===== src/rtl/ob_xlat_pkg.sv =====
// Package: types shared by the outbound window translator.
// Assumes: nothing beyond IEEE 1800-2017.
package ob_xlat_pkg;

    // Kind field in the low two bits of the register write address.
    typedef enum logic [1:0] {
        REG_LO   = 2'd0,
        REG_HI   = 2'd1,
        REG_CTL  = 2'd2,
        REG_NONE = 2'd3
    } reg_kind_e;

    // One lookup result before it is registered.
    typedef struct packed {
        logic        hit;
        logic        err;
        logic [63:0] addr;
    } xlat_res_t;

endpackage


===== src/rtl/ob_xlat_regs.sv =====
// Module: holds the window table and the control word, written one
// word per cycle from the register write port.
// Assumes: NUM_WIN >= 2; a write address with an index at or above
// NUM_WIN matches no window and has no effect on the table.
module ob_xlat_regs
    import ob_xlat_pkg::*;
#(
    parameter int NUM_WIN = 32,
    parameter int SIZE_W  = 2,
    localparam int IDX_W  = $clog2(NUM_WIN)
) (
    input  logic                      clk,
    input  logic                      rst_n,
    input  logic                      cfg_we,
    input  logic [IDX_W+1:0]          cfg_addr,
    input  logic [31:0]               cfg_wdata,
    output logic                      glb_en,
    output logic [SIZE_W-1:0]         size_code,
    output logic [NUM_WIN-1:0][31:0]  lo_tbl,
    output logic [NUM_WIN-1:0][31:0]  hi_tbl
);

    reg_kind_e        kind;
    logic [IDX_W-1:0] widx;

    // Split the write address into kind and window index.
    always_comb begin
        kind = reg_kind_e'(cfg_addr[1:0]);
        widx = cfg_addr[IDX_W+1:2];
    end

    // Control word: global enable and size code.
    always_ff @(posedge clk) begin
        if (!rst_n) begin
            glb_en    <= 1'b0;
            size_code <= '0;
        end else if (cfg_we && kind == REG_CTL) begin
            glb_en    <= cfg_wdata[0];
            size_code <= cfg_wdata[SIZE_W:1];
        end
    end

    for (genvar w = 0; w < NUM_WIN; w++) begin : g_win
        // Per-window low and high offset words.
        always_ff @(posedge clk) begin
            if (!rst_n) begin
                lo_tbl[w] <= '0;
                hi_tbl[w] <= '0;
            end else if (cfg_we && widx == IDX_W'(w)) begin
                if (kind == REG_LO) lo_tbl[w] <= cfg_wdata;
                if (kind == REG_HI) hi_tbl[w] <= cfg_wdata;
            end
        end
    end

endmodule


===== src/rtl/ob_xlat_decode.sv =====
// Module: combinational lookup. It finds the window for a local
// address, checks the aperture and the window enable, and builds the
// 64-bit link address.
// Assumes: APERTURE_BASE is aligned to the largest window size, so the
// address bits below the window size equal the offset bits.
module ob_xlat_decode
    import ob_xlat_pkg::*;
#(
    parameter int          NUM_WIN       = 32,
    parameter int          SIZE_W        = 2,
    parameter int          BASE_SHIFT    = 20,
    parameter logic [31:0] APERTURE_BASE = 32'h6000_0000,
    localparam int         IDX_W         = $clog2(NUM_WIN)
) (
    input  logic [31:0]              addr,
    input  logic                     glb_en,
    input  logic [SIZE_W-1:0]        size_code,
    input  logic [NUM_WIN-1:0][31:0] lo_tbl,
    input  logic [NUM_WIN-1:0][31:0] hi_tbl,
    output xlat_res_t                res
);

    logic [31:0]      shamt;
    logic [31:0]      win_mask;
    logic [31:0]      offs;
    logic [31:0]      idx_full;
    logic [IDX_W-1:0] idx;
    logic             in_ap;
    logic [31:0]      lo_sel;
    logic [31:0]      hi_sel;

    // Window geometry and index from the size code.
    always_comb begin
        shamt    = 32'(BASE_SHIFT) + 32'(size_code);
        win_mask = (32'h1 << shamt) - 32'h1;
        offs     = addr - APERTURE_BASE;
        idx_full = offs >> shamt;
        in_ap    = (addr >= APERTURE_BASE) && (idx_full < 32'(NUM_WIN));
        idx      = idx_full[IDX_W-1:0];
        lo_sel   = lo_tbl[idx];
        hi_sel   = hi_tbl[idx];
    end

    // Pick pass-through, error or translated result.
    always_comb begin
        res.hit  = 1'b0;
        res.err  = 1'b0;
        res.addr = {32'h0, addr};
        if (glb_en) begin
            if (in_ap && lo_sel[0]) begin
                res.hit  = 1'b1;
                res.addr = {hi_sel, (lo_sel & ~win_mask) | (addr & win_mask)};
            end else begin
                res.err  = 1'b1;
            end
        end
    end

endmodule


===== src/rtl/ob_window_xlat.sv =====
// Module: top of the outbound address window translator. It joins the
// register table and the lookup, and registers the result one cycle
// after each request.
// Assumes: the request and register write ports share one clock. A
// request sees the table as it stood before any write in the same cycle.
module ob_window_xlat
    import ob_xlat_pkg::*;
#(
    parameter int          NUM_WIN       = 32,
    parameter int          SIZE_W        = 2,
    parameter int          BASE_SHIFT    = 20,
    parameter logic [31:0] APERTURE_BASE = 32'h6000_0000,
    localparam int         IDX_W         = $clog2(NUM_WIN)
) (
    input  logic             clk,
    input  logic             rst_n,
    input  logic             cfg_we,
    input  logic [IDX_W+1:0] cfg_addr,
    input  logic [31:0]      cfg_wdata,
    input  logic             req_valid,
    input  logic [31:0]      req_addr,
    output logic             rsp_valid,
    output logic [63:0]      rsp_addr,
    output logic             rsp_hit,
    output logic             rsp_error
);

    logic                     glb_en;
    logic [SIZE_W-1:0]        size_code;
    logic [NUM_WIN-1:0][31:0] lo_tbl;
    logic [NUM_WIN-1:0][31:0] hi_tbl;
    xlat_res_t                res;

    ob_xlat_regs #(
        .NUM_WIN (NUM_WIN),
        .SIZE_W  (SIZE_W)
    ) u_regs (
        .clk       (clk),
        .rst_n     (rst_n),
        .cfg_we    (cfg_we),
        .cfg_addr  (cfg_addr),
        .cfg_wdata (cfg_wdata),
        .glb_en    (glb_en),
        .size_code (size_code),
        .lo_tbl    (lo_tbl),
        .hi_tbl    (hi_tbl)
    );

    ob_xlat_decode #(
        .NUM_WIN       (NUM_WIN),
        .SIZE_W        (SIZE_W),
        .BASE_SHIFT    (BASE_SHIFT),
        .APERTURE_BASE (APERTURE_BASE)
    ) u_decode (
        .addr      (req_addr),
        .glb_en    (glb_en),
        .size_code (size_code),
        .lo_tbl    (lo_tbl),
        .hi_tbl    (hi_tbl),
        .res       (res)
    );

    // Result register: loads on a request, flags clear otherwise.
    always_ff @(posedge clk) begin
        if (!rst_n) begin
            rsp_valid <= 1'b0;
            rsp_addr  <= '0;
            rsp_hit   <= 1'b0;
            rsp_error <= 1'b0;
        end else begin
            rsp_valid <= req_valid;
            rsp_hit   <= req_valid & res.hit;
            rsp_error <= req_valid & res.err;
            if (req_valid) rsp_addr <= res.addr;
        end
    end

endmodule


===== config.mk =====
export PLATFORM = sky130hd
export DESIGN_NAME = ob_window_xlat
export DESIGN_NICKNAME = d
export VERILOG_FILES = /design/src/rtl/ob_xlat_pkg.sv /design/src/rtl/ob_xlat_regs.sv /design/src/rtl/ob_xlat_decode.sv /design/src/rtl/ob_window_xlat.sv
export SDC_FILE = /design/constraint.sdc
export NUM_CORES = 2
export LEC_CHECK = 0
export ABC_CLOCK_PERIOD_IN_PS = 3250
export BUFFER_PORTS_ARGS = -buffer_cell sky130_fd_sc_hd__clkbuf_2
export CAP_MARGIN = 0
export CORE_UTILIZATION = 57
export CTS_BUF_LIST = sky130_fd_sc_hd__clkbuf_4
export DETAILED_ROUTE_END_ITERATION = 16
export PLACE_DENSITY_LB_ADDON = 0.15
export SKIP_LAST_GASP = 1
export SYNTH_ARGS = -nofsm -noshare
export SYNTH_HDL_FRONTEND = slang
export SYNTH_SLANG_ARGS = --single-unit

===== constraint.sdc =====
create_clock -name clk -period 3.25 [get_ports clk]
set_input_delay 0.1625 -clock clk [delete_from_list [all_inputs] [get_ports clk]]
set_output_delay 0.1625 -clock clk [all_outputs]
set_load 0.02 [all_outputs]

==> metrics.txt <==
total of buffers placed on input and output ports=141; starting utilization of the core area=0.576; Final Cycle Share=0.999; routed wire length=240000 um; Max-cap violations=0; Reg2Reg Launch Point=u_regs.size_code[0]; top area cells in the synthesized netlist=sky130_fd_sc_hd__dfxtp_1 44%, sky130_fd_sc_hd__nand2_1 18%, sky130_fd_sc_hd__a21boi_0 16%, sky130_fd_sc_hd__mux4_2 8.4%, sky130_fd_sc_hd__clkbuf_1 3.6%; total via count in the routed design=61.1k; Routed WL per cell=23.2 um; Netlist cell types=61; CP Capture Type=flop; critical path peak fanout=17; aggregate global routing overflow=0; number of DRC violations after detailed-routing iteration 0=5989; Core ar.=0.118 mm^2; worst hold path type=input pin to flop; synthesis-stage register bit count=1510; horizontal die dimension=348 um; Synth Area per Inst=8.37 um^2; Pwr per Cell Area=492 mW/mm^2; final standard cell count with taps included and fillers excluded=10.3k; I/O pin count=142; share of synthesized area occupied by flip-flops and latches=0.443; overall power consumption=between 30 and 40 mW; most used flip-flop cell after synthesis=sky130_fd_sc_hd__dfxtp_1; # setup viols final=0; critical path start-end classification=flop to flop; depth of the worst hold-timing path=4; Slew Viols, Final=0; post-synthesis net count=8225; initial antenna violation count=4; Clock Skews=between 0.08 and 0.09 ns; post-synth design cell area=0.0682 mm^2; GRT Resource Usage Total=0.389; worst skew pair latency=1.34 ns; fraction of layout cells with a size suffix above 1=0.167; largest net degree at the start of global routing=259; clock-pin transition on the worst setup and hold timing paths=0.06 ns; Warnings, synthesis=0; number of synthesized flops with an enable pin=0; overall die height=348 um; Hold Path End=u_regs.lo_tbl[479]; data required time of the critical path=between 4 and 5 ns; maximum count of clock buffers along a single path=4; TritonCTS clock tree=yes; full die area=approximately 0.12 mm^2; unrepaired setup endpoints after global routing=yes; number of CTS-inserted buffers=411; Max Clock Freq=just over 300 MHz; CTS H-Tree Depth=5; worst reg2reg path endpoint=rsp_addr[23]; total DRC errors in the routed layout=0; kind of start point of the critical path=flop; Max-Slew Margin vs Limit=0.184; total number of nets in the final design=8555; Hold Vio Cnt, Final=0; row count=126; largest area contributor in the synthesized netlist=sky130_fd_sc_hd__dfxtp_1; share of the synthesized area in the top cell type=0.443; leading post-synthesis cells by instance count=3258 x sky130_fd_sc_hd__nand2_1, 1510 x sky130_fd_sc_hd__dfxtp_1, 1440 x sky130_fd_sc_hd__a21boi_0; WP data arrival=between 4 and 5 ns; time the worst path needs with I/O delays and setup=3.25 ns; CTS Sinks=between 1.5k and 2k; number of cells on the worst reg-to-reg path=13; CTS Root Cell=sky130_fd_sc_hd__clkbuf_4; run status=completed; internal reg-to-reg setup slack=about 0.0017 ns; P&R area growth vs syn=14.2%; Vias per Instance=roughly 6; hold_sp=cfg_wdata[31]; post-DP HPWL=145000 um; first-pass iteration count of the detailed router=6; number of global-route vias before repair=just under 60k; slew at the pin closest to its max-slew limit=1.22 ns; most common cell in the netlist=sky130_fd_sc_hd__nand2_1; proportion of register bits with asynchronous set or reset after synthesis=0; Cells after DPL=around 9.5k; global-route wire length before repair=360000 um; VDD IR-drop max=around 0.00039 V; DRT antenna net count=0; cell count after synthesis=8148; leakage power summed over all cells=26.2 nW; final RePlAce weighted congestion=a little over 1
[what timing repair did]
action | CTS | global route
hold buffers | 173 | 0
setup endpoints to repair | 0 | 31
buffers inserted | 0 | 9
resized for setup | 0 | 10
endpoints found under the hold margin | 1510 | 0
[worst max path at each step]
| stage | to | cells past startpoint | slack (ns) | startpoint |
|---|---|---|---|---|
| after detailed placement | rsp_addr[22] | 9 | 0.1 | u_regs.size_code[0] |
| after CTS | rsp_addr[22] | 9 | 0.06 | u_regs.size_code[0] |
| after floorplan | rsp_addr[46] | 13 | 0.50 | u_regs.size_code[0] |
| final | rsp_addr[23] | 13 | 0.002 | u_regs.size_code[0] |
| after global placement | rsp_addr[22] | 9 | 0.05 | u_regs.size_code[0] |
| after global routing | rsp_addr[22] | 10 | -0.05 | u_regs.size_code[0] |
[through the flow]
step                      worst slack, ns  utilization  setup TNS, ns  hold WS, ns  cell area, um^2
after floorplan                     0.499            -              0        0.307            68200
after global placement             0.0522        0.601              0        0.420            71100
after detailed placement           0.0996        0.601              0        0.427            71100
after CTS                          0.0623        0.656              0     0.000709            77700
after global routing              -0.0547        0.657        -0.0821       0.0648            77800
final                             0.00174        0.658              0        0.105            77900
[area by class of cell]
type	instances	area, um^2
multi-input cells	5875	35100
inverters	2	10.0
fillers	10042	40500
repair buffers	678	5730
well taps	1600	2000
clock inverters	46	200
clock buffers	612	4590
diodes	10	25.0
flip-flops and latches	1510	30200
[kinds of logic (layout without fill, tap and decap cells)]
group           Yosys count  in the layout  synth area share
other cells               0             10                 0
simple gates           3698           3698             0.210
compound gates         1748           1748             0.191
buf+inv                 763           1338            0.0451
flops                  1510           1510             0.443
mux                     427            427             0.110
fa+ha+maj                 2              2          0.000367
[critical path, stage by stage (launching register included)]
cell and delay, ns:
sky130_fd_sc_hd__dfxtp_1 0.35, sky130_fd_sc_hd__buf_4 0.16, sky130_fd_sc_hd__buf_4 0.20, sky130_fd_sc_hd__mux2_2 0.40
sky130_fd_sc_hd__mux2i_4 0.25, sky130_fd_sc_hd__buf_4 0.23, sky130_fd_sc_hd__buf_4 0.27, sky130_fd_sc_hd__nand2_1 0.09
sky130_fd_sc_hd__a31oi_1 0.51, sky130_fd_sc_hd__a22oi_1 0.15, sky130_fd_sc_hd__buf_4 0.19, sky130_fd_sc_hd__nand4_1 0.09
sky130_fd_sc_hd__nand3_1 0.14, sky130_fd_sc_hd__nand3_1 0.09
[routing by layer]
layer,track usage,vias up,part of all wire
met5,0,-,0.000042
met4,0.293,2,0.080
met3,0.0719,763,0.082
met2,0.624,3005,0.46
met1,0.467,29313,0.38
li1,-,28035,-
[power breakdown]
part	switching, mW	total [mW]	internal [mW]
sequential	0.0399	18.6	18.6
combinational	2.16	3.40	1.24
clock	7.75	16.3	8.52
total	9.95	38.3	28.3
[flip-flops by register name, indices dropped and copies added (netlist names)]
name              cells
u_regs.size_code      2
rsp_error             1
rsp_addr             64
u_regs.lo_tbl       416
rsp_valid             1
u_regs.glb_en         1
rsp_hit               1
u_regs.hi_tbl      1024
[placed cells by master, fill, tap and decap left out, types with 10 or more instances in the layout]
| cell | n |
|---|---|
| sky130_fd_sc_hd__o22ai_1 | 15 |
| sky130_fd_sc_hd__nand2_1 | 3258 |
| sky130_fd_sc_hd__nand4_1 | 26 |
| sky130_fd_sc_hd__o221ai_1 | 13 |
| sky130_fd_sc_hd__nor3_1 | 21 |
| sky130_fd_sc_hd__mux4_2 | 253 |
| sky130_fd_sc_hd__mux2_2 | 10 |
| sky130_fd_sc_hd__a21boi_0 | 1440 |
| sky130_fd_sc_hd__a21oi_1 | 34 |
| sky130_fd_sc_hd__mux2i_1 | 157 |
| sky130_fd_sc_hd__a31oi_1 | 40 |
| sky130_fd_sc_hd__and3_1 | 15 |
| sky130_fd_sc_hd__dlygate4sd3_1 | 172 |
| sky130_fd_sc_hd__buf_12 | 42 |
| sky130_fd_sc_hd__nor2b_1 | 54 |
| sky130_fd_sc_hd__buf_4 | 320 |
| sky130_fd_sc_hd__nor2_1 | 201 |
| sky130_fd_sc_hd__clkinv_1 | 39 |
| sky130_fd_sc_hd__o32ai_1 | 47 |
| sky130_fd_sc_hd__diode_2 | 10 |
| sky130_fd_sc_hd__a211oi_1 | 40 |
| sky130_fd_sc_hd__o211ai_1 | 12 |
| sky130_fd_sc_hd__a22oi_1 | 13 |
| sky130_fd_sc_hd__clkbuf_4 | 612 |
| sky130_fd_sc_hd__clkbuf_2 | 135 |
| sky130_fd_sc_hd__dfxtp_1 | 1510 |
| sky130_fd_sc_hd__o21ai_0 | 34 |
| sky130_fd_sc_hd__nand3_1 | 47 |
| sky130_fd_sc_hd__nor2_2 | 33 |
| sky130_fd_sc_hd__o21ai_2 | 10 |
Note: power is estimated with default switching activity, not from simulation.
